$ cat src/rtl/dmach_pkg.sv
package dmach_pkg;
   localparam int REG_W = 16;

   localparam logic [2:0] SEL_CTRL  = 3'd0;
   localparam logic [2:0] SEL_TRIG  = 3'd1;
   localparam logic [2:0] SEL_BASEA = 3'd2;
   localparam logic [2:0] SEL_BASEB = 3'd3;
   localparam logic [2:0] SEL_COUNT = 3'd4;

   typedef enum logic [1:0] {
      AM_INC  = 2'b00,
      AM_FIX  = 2'b01,
      AM_IND  = 2'b10,
      AM_FIX2 = 2'b11
   } amode_t;

   typedef enum logic [1:0] {
      ST_IDLE = 2'd0,
      ST_MOVE = 2'd1,
      ST_DONE = 2'd2
   } xst_t;

   // control bits [7:1] of the control register
   typedef struct packed {
      logic   nullw;
      logic   half;
      logic   pingpong;
      logic   oneshot;
      amode_t amode;
      logic   dir;
   } ctrl_t;
endpackage

$ cat src/rtl/dmach_cfg.sv
module dmach_cfg
   import dmach_pkg::*;
#(
   parameter int AW   = 8,
   parameter int CW   = 8,
   parameter int NREQ = 8,
   localparam int RSW = $clog2(NREQ)
) (
   input  logic             clk,
   input  logic             rst_n,
   input  logic             cfg_we,
   input  logic [2:0]       cfg_sel,
   input  logic [REG_W-1:0] cfg_wdata,
   input  logic             auto_off,
   output logic             en,
   output ctrl_t            ctl,
   output logic [RSW-1:0]   reqsel,
   output logic [AW-1:0]    start_a,
   output logic [AW-1:0]    start_b,
   output logic [CW-1:0]    count,
   output logic             start_p,
   output logic             force_p
);
   if (AW > REG_W) begin : g_bad_aw
      $error("dmach_cfg: AW exceeds register width");
   end
   if (CW > REG_W) begin : g_bad_cw
      $error("dmach_cfg: CW exceeds register width");
   end
   if (NREQ < 2 || RSW > REG_W - 1) begin : g_bad_nreq
      $error("dmach_cfg: NREQ out of range");
   end

   assign start_p = cfg_we && (cfg_sel == SEL_CTRL) && cfg_wdata[0] && !en;
   assign force_p = cfg_we && (cfg_sel == SEL_TRIG) && cfg_wdata[REG_W-1];

   always_ff @(posedge clk or negedge rst_n) begin
      if (!rst_n) begin
         en      <= 1'b0;
         ctl     <= '0;
         reqsel  <= '0;
         start_a <= '0;
         start_b <= '0;
         count   <= '0;
      end else begin
         if (cfg_we) begin
            unique case (cfg_sel)
               SEL_CTRL: begin
                  en <= cfg_wdata[0];
                  if (!en) ctl <= ctrl_t'(cfg_wdata[7:1]);
               end
               SEL_TRIG:  reqsel  <= cfg_wdata[RSW-1:0];
               SEL_BASEA: start_a <= cfg_wdata[AW-1:0];
               SEL_BASEB: start_b <= cfg_wdata[AW-1:0];
               SEL_COUNT: count   <= cfg_wdata[CW-1:0];
               default: ;
            endcase
         end
         if (auto_off) en <= 1'b0;
      end
   end
endmodule

$ cat src/rtl/dmach_addr.sv
module dmach_addr
   import dmach_pkg::*;
#(
   parameter int AW = 8,
   parameter int CW = 8
) (
   input  amode_t        amode,
   input  logic          buf_b,
   input  logic [AW-1:0] start_a,
   input  logic [AW-1:0] start_b,
   input  logic [CW-1:0] idx,
   input  logic [AW-1:0] per_ram_addr,
   output logic [AW-1:0] addr
);
   logic [AW-1:0] base;
   logic [AW-1:0] off;

   assign base = buf_b ? start_b : start_a;

   if (CW >= AW) begin : g_trunc
      assign off = idx[AW-1:0];
   end else begin : g_ext
      assign off = {{(AW-CW){1'b0}}, idx};
   end

   always_comb begin
      unique case (amode)
         AM_INC:  addr = base + off;
         AM_IND:  addr = per_ram_addr;
         default: addr = base;
      endcase
   end
endmodule

$ cat src/rtl/dmach_seq.sv
module dmach_seq
   import dmach_pkg::*;
#(
   parameter int CW   = 8,
   parameter int NREQ = 8,
   localparam int RSW = $clog2(NREQ)
) (
   input  logic            clk,
   input  logic            rst_n,
   input  logic            en,
   input  ctrl_t           ctl,
   input  logic [RSW-1:0]  reqsel,
   input  logic [CW-1:0]   count,
   input  logic            start_p,
   input  logic            force_p,
   input  logic [NREQ-1:0] per_req,
   output logic            mv,
   output logic            dn,
   output logic [CW-1:0]   idx,
   output logic            buf_b,
   output logic            irq,
   output logic            auto_off
);
   xst_t        st;
   logic        pend;
   logic        trig;
   logic        go;
   logic        last;
   logic        blk_end;
   logic        hit_half;
   logic [CW:0] cnt1;
   logic [CW:0] hthr;
   logic [CW:0] hsel;
   logic [CW:0] idx1;

   assign mv   = (st == ST_MOVE);
   assign dn   = (st == ST_DONE);
   assign trig = en && (per_req[reqsel] || force_p);
   assign last = (idx == count);

   assign cnt1     = {1'b0, count} + {{CW{1'b0}}, 1'b1};
   assign hthr     = cnt1 >> 1;
   assign hsel     = (hthr == '0) ? {{CW{1'b0}}, 1'b1} : hthr;
   assign idx1     = {1'b0, idx} + {{CW{1'b0}}, 1'b1};
   assign hit_half = (idx1 == hsel);

   assign blk_end  = dn && last;
   assign auto_off = blk_end && ctl.oneshot && (!ctl.pingpong || buf_b);
   assign go       = en && !auto_off && (trig || pend) && (st != ST_MOVE);

   always_ff @(posedge clk or negedge rst_n) begin
      if (!rst_n) begin
         st    <= ST_IDLE;
         pend  <= 1'b0;
         idx   <= '0;
         buf_b <= 1'b0;
         irq   <= 1'b0;
      end else begin
         irq <= dn && (ctl.half ? hit_half : last);

         if (go)                st <= ST_MOVE;
         else if (st == ST_MOVE) st <= ST_DONE;
         else                   st <= ST_IDLE;

         if (!en || start_p)     pend <= 1'b0;
         else if (go)           pend <= pend && trig;
         else if (trig)         pend <= 1'b1;

         if (start_p) begin
            idx   <= '0;
            buf_b <= 1'b0;
         end else if (dn) begin
            if (last) begin
               idx <= '0;
               if (ctl.pingpong) buf_b <= !buf_b;
            end else begin
               idx <= idx + 1'b1;
            end
         end
      end
   end
endmodule

$ cat src/rtl/dmach_top.sv
module dmach_top
   import dmach_pkg::*;
#(
   parameter int AW   = 8,
   parameter int DW   = 16,
   parameter int CW   = 8,
   parameter int NREQ = 8
) (
   input  logic             clk,
   input  logic             rst_n,
   input  logic             cfg_we,
   input  logic [2:0]       cfg_sel,
   input  logic [15:0]      cfg_wdata,
   input  logic [NREQ-1:0]  per_req,
   input  logic [DW-1:0]    per_rdata,
   input  logic [AW-1:0]    per_ram_addr,
   output logic             per_rd,
   output logic             per_wr,
   output logic [DW-1:0]    per_wdata,
   output logic             ram_en,
   output logic             ram_we,
   output logic [AW-1:0]    ram_addr,
   output logic [DW-1:0]    ram_wdata,
   input  logic [DW-1:0]    ram_rdata,
   output logic             ch_en,
   output logic             buf_b,
   output logic             irq
);
   localparam int RSW = $clog2(NREQ);

   logic           en;
   ctrl_t          ctl;
   logic [RSW-1:0] reqsel;
   logic [AW-1:0]  start_a;
   logic [AW-1:0]  start_b;
   logic [CW-1:0]  count;
   logic           start_p;
   logic           force_p;
   logic           auto_off;
   logic           mv;
   logic           dn;
   logic [CW-1:0]  idx;
   logic           dir_w;

   dmach_cfg #(.AW(AW), .CW(CW), .NREQ(NREQ)) u_cfg (
      .clk(clk), .rst_n(rst_n), .cfg_we(cfg_we), .cfg_sel(cfg_sel),
      .cfg_wdata(cfg_wdata), .auto_off(auto_off), .en(en), .ctl(ctl),
      .reqsel(reqsel), .start_a(start_a), .start_b(start_b), .count(count),
      .start_p(start_p), .force_p(force_p)
   );

   dmach_seq #(.CW(CW), .NREQ(NREQ)) u_seq (
      .clk(clk), .rst_n(rst_n), .en(en), .ctl(ctl), .reqsel(reqsel),
      .count(count), .start_p(start_p), .force_p(force_p), .per_req(per_req),
      .mv(mv), .dn(dn), .idx(idx), .buf_b(buf_b), .irq(irq),
      .auto_off(auto_off)
   );

   dmach_addr #(.AW(AW), .CW(CW)) u_addr (
      .amode(ctl.amode), .buf_b(buf_b), .start_a(start_a), .start_b(start_b),
      .idx(idx), .per_ram_addr(per_ram_addr), .addr(ram_addr)
   );

   assign dir_w     = ctl.dir;
   assign ch_en     = en;
   assign ram_en    = mv;
   assign ram_we    = mv && !dir_w;
   assign ram_wdata = per_rdata;
   assign per_rd    = mv && !dir_w;
   assign per_wr    = dn && (dir_w || ctl.nullw);
   assign per_wdata = dir_w ? ram_rdata : '0;
endmodule

$ cat config.mk
export PLATFORM = sky130hd
export DESIGN_NAME = dmach_top
export DESIGN_NICKNAME = d
export VERILOG_FILES = /design/src/rtl/dmach_pkg.sv /design/src/rtl/dmach_cfg.sv /design/src/rtl/dmach_addr.sv /design/src/rtl/dmach_seq.sv /design/src/rtl/dmach_top.sv
export SDC_FILE = /design/constraint.sdc
export NUM_CORES = 1
export LEC_CHECK = 0
export ABC_AREA = 1
export BUFFER_PORTS_ARGS = -buffer_cell sky130_fd_sc_hd__buf_2
export CELL_PAD_IN_SITES_DETAIL_PLACEMENT = 1
export CELL_PAD_IN_SITES_GLOBAL_PLACEMENT = 1
export CORE_MARGIN = 4
export CORE_UTILIZATION = 37
export CTS_CLUSTER_SIZE = 40
export DETAILED_ROUTE_END_ITERATION = 6
export HOLD_SLACK_MARGIN = 0.05
export MAX_ROUTING_LAYER = met4
export PLACE_DENSITY_LB_ADDON = 0.2
export SLEW_MARGIN = 0
export SYNTH_ARGS = -nofsm -noshare
export SYNTH_HDL_FRONTEND = slang
export SYNTH_SLANG_ARGS = --single-unit
$ cat constraint.sdc
create_clock -name clk -period 5.6 [get_ports clk]
set_clock_uncertainty 0.1 [all_clocks]
set_input_delay 0.28 -clock clk [delete_from_list [all_inputs] [get_ports clk]]
set_output_delay 0.28 -clock clk [all_outputs]
set_load 0.01 [all_outputs]
==> metrics.md <==
| Metric | Value |
|---|---|
| H-Tree Depth | `2` |
| Worst Setup End Kind | `output pin` |
| Number of synthesized flops with an enable pin | `0` |
| MaxCap Viol Count | `0` |
| PD cells | `318 nW/um^2` |
| Post-synth top area share | `35.9%` |
| Core area | `8760 um^2` |
| Post-CTS Setup Inserts | `0` |
| Placer congestion estimate | `0.786` |
| Via count | `3302` |
| Avg Inst Size Synth | `6.68 um^2` |
| Critical path arrival | `3.02 ns` |
| Multi-input gate area | `1690 um^2` |
| Top cells by area, synth | `dfrtp_1 36%, nand2_1 20%, inv_1 7.7%` |
| Max-slew headroom | `25.8%` |
| Clk network pwr share | `22.7%` |
| Die area | `10600 um^2` |
| CTS tree | `done` |
| WS Path Type | `reg2out` |
| GR Overflow Total | `0` |
| CP top delay family | `adder cells` |
| Tot Pwr | `1210 uW` |
| Async SR Flop Fraction | `100%` |
| Num CTS Buffers | `5` |
| Ys flop type | `dfrtp_1` |
| Status | `finished, final reports clean` |
| Clk sink count | `48` |
| Critical Path Start | `u_seq.buf_b` |
| CP Launch Type | `register` |
| Max FO, Critical Path | `11` |
| Post-CTS sizing | `0` |
| DRC | `0` |
| Reg2reg path depth | `11` |
| Floorplan row count | `34` |
| Count of cell types in the netlist | `34` |
| WP buf/inv | `2` |
| LEAKAGE | `0.00213 uW` |
| CP required | `5.22 ns` |
| Maximum vdd drop | `0.000137 V` |
| Biggest area consumer among synthesized cells | `dfrtp_1` |
| Final period util | `60.7%` |
| P_int | `721 uW` |
| Routed vias/inst | `4.97` |
| Slew @ Worst Pin | `1.11 ns` |
| Worst hold path class | `in2async` |
| Worst setup path endpoint | `ram_addr[6]` |
| Synthesized flop and latch total | `48` |
| Yosys Warn Count | `0` |
| NetSw | `486 uW` |
| Number of diodes | `0` |
| Finished Layout Cells | `665` |
| Number of iterations in the first detailed-routing pass | `4` |
| Layout area overhead | `13.6%` |
| Instance count of the mapped netlist | `501` |
| Routed len/inst | `14.5 um` |
| Cts hold-fix bufs | `0` |
| Most common cell after layout, fill and taps aside | `nand2_1` |
| Die Height | `103 um` |
| Reg2Reg Setup Slack | `3.48 ns` |
| Fmax | `294 MHz` |
| Crit-path max cell delay | `0.56 ns` |
| Max-slew violation count | `0` |
| Setup TNS | `0 ns` |
| Sequential share of the synthesized area | `35.9%` |
| Initial core utilization | `38.2%` |
| Crit-path slowest cell | `dfrtp_1` |
| Total Wirelength | `9.64 mm` |
| Vias in the first global route | `3379` |
| Register area | `1200 um^2` |
| Logic pwr share | `36.4%` |
| Bufs on Longest Clock Path | `2` |
| I/O pin count | `117` |
| Sequential power share | `40.9%` |
| GRT Util Overall | `19.4%` |
| Detail Route Antenna Nets | `0` |
| CTS Root Cell | `clkbuf_8` |
| Critical Path, Cell by Cell | `inv_1 -> nand2_1 -> nand2_1 -> ha_1 -> fa_1 -> nand2_1 -> a21boi_0 -> o21ai_0 -> nand2_1 -> a21oi_1 -> xor2_1 -> o21ai_0 -> buf_2` |
| Sw Ratio | `40.3%` |
| Most frequent CP cell | `nand2_1` |
| Fillers | `1185` |
| Final Setup Violations | `0` |
| Port Buffer Count | `77` |
| Final net count | `636` |
| RSZ-0062 raised after global routing | `false` |
| Worst-skew pair later-pin latency | `0.31 ns` |
| Iter 0 DRT Violations | `83` |
| R2r startpoint | `u_seq.idx[0]` |
| DP Wirelength | `7.68 mm` |
| Most frequent cells in the layout | `178 x nand2_1, 77 x buf_2, 69 x inv_1` |
| First-pass GRT wire length | `15.8 mm` |
| Largest net degree at the start of global routing | `49` |
| Critical Path Stages | `13` |
| Synth Cell Area | `3350 um^2` |
| Synth Net Count | `581` |
| Placed cell count | `657` |
| Final hold vios | `0` |
| Reg clk slew, reported paths | `0.10 ns` |
| Worst R2R End | `u_seq.irq` |
| Die width | `103 um` |
| Layout cell share with drive strength beyond 1 | `16.9%` |
| Fin crit period | `3.40 ns` |
| Initial antenna violation count | `0` |
==> state kept, by name, indices dropped and copies added, names as in the netlist <==
register       count
u_cfg.reqsel       3
u_cfg.count        8
u_cfg.start_a      8
u_seq.irq          1
u_seq.st           2
u_seq.pend         1
u_cfg.start_b      8
u_cfg.ctl          7
u_cfg.en           1
u_seq.idx          8
u_seq.buf_b        1
==> worst register-to-register path, stage by stage (launching register included) <==
cell and delay [ns]:
dfrtp_1 0.53, ha_1 0.31, nand2_1 0.09, o21ai_0 0.23
nand2_1 0.14, nand3_1 0.09, nand2_1 0.05, nor2_1 0.10
nand3_1 0.12, nor2_1 0.13, nor2_1 0.05, nor2_1 0.12
==> metal layers <==
layer	GRT usage [%]	wire length (um)	vias to the layer above
met5	-	0	-
met4	5.08	152	0
met3	2.57	381	11
met2	33.3	4680	66
met1	24.2	4430	1539
li1	-	-	1686
==> power groups by stage <==
| stage | Combinational (uW) | Clock, uW | Sequential (uW) |
|---|---|---|---|
| floorplan | 346 | 0 | 456 |
| global placement | 430 | 0 | 497 |
| detailed placement | 445 | 0 | 501 |
| CTS | 448 | 284 | 495 |
| global route | 510 | 294 | 508 |
| finish | 440 | 274 | 493 |
==> cell type report <==
| cell class | instances | share of cell area, % |
|---|---|---|
| Tap cell | 108 | 3.55 |
| Multi-Input combinational cell | 353 | 44.6 |
| Sequential cell | 48 | 31.6 |
| Inverter | 71 | 7.01 |
| Clock buffer | 5 | 1.81 |
| Clock inverter | 3 | 1.32 |
| Timing Repair Buffer | 77 | 10.1 |
==> synth_stat cells, types with 2 or more instances <==
| cell | number |
|---|---|
| clkbuf_1 | 8 |
| inv_1 | 69 |
| a21oi_1 | 10 |
| o22ai_1 | 8 |
| ha_1 | 9 |
| o21ai_1 | 3 |
| xor2_1 | 3 |
| nor3_1 | 4 |
| nand3_1 | 35 |
| nor2_2 | 3 |
| o21ai_0 | 44 |
| nand2_2 | 2 |
| nor2_1 | 29 |
| dfrtp_1 | 48 |
| a22oi_1 | 4 |
| nand4_1 | 7 |
| buf_4 | 20 |
| o211ai_1 | 2 |
| nand2_1 | 178 |
==> stage by stage <==
step           setup slack, ns  util (%)  hold slack [ns]  cell area (um^2)
2_1_floorplan             2.81         -           -0.116              3350
3_3_place_gp              2.61      42.0            0.368              3680
3_5_place_dp              2.56      42.0            0.374              3680
4_1_cts                   2.16      43.4           0.0852              3800
5_1_grt                   1.92      43.4           0.0923              3800
6_report                  2.20      43.4           0.0653              3800
==> how the worst min path moves through the flow <==
| stage | end | slack (ns) | cells after the start |
|---|---|---|---|
| after global routing | u_cfg.reqsel[1] | 0.09 | 3 |
| after detailed placement | u_cfg.start_b[5] | 0.37 | 2 |
| final | u_seq.idx[7] | 0.07 | 1 |
| after floorplan | u_cfg.count[0] | -0.12 | 0 |
| after CTS | u_cfg.reqsel[1] | 0.09 | 3 |
| after global placement | u_cfg.start_a[1] | 0.37 | 2 |
==> logic make-up (layout without fill, tap and decap cells) <==
family                   count (synthesis)  in the layout  share of synthesized area [%]
buffers and inverters                  100            156                           13.5
AND/OR/NAND/NOR                        264            264                           33.2
adder cells (fa/ha/maj)                 10             10                           3.96
XOR/XNOR                                 4              4                           1.05
AO/OA/AOI/OAI                           75             75                           12.4
flip-flops                              48             48                           35.9
Note: power is estimated with default switching activity, not from simulation.
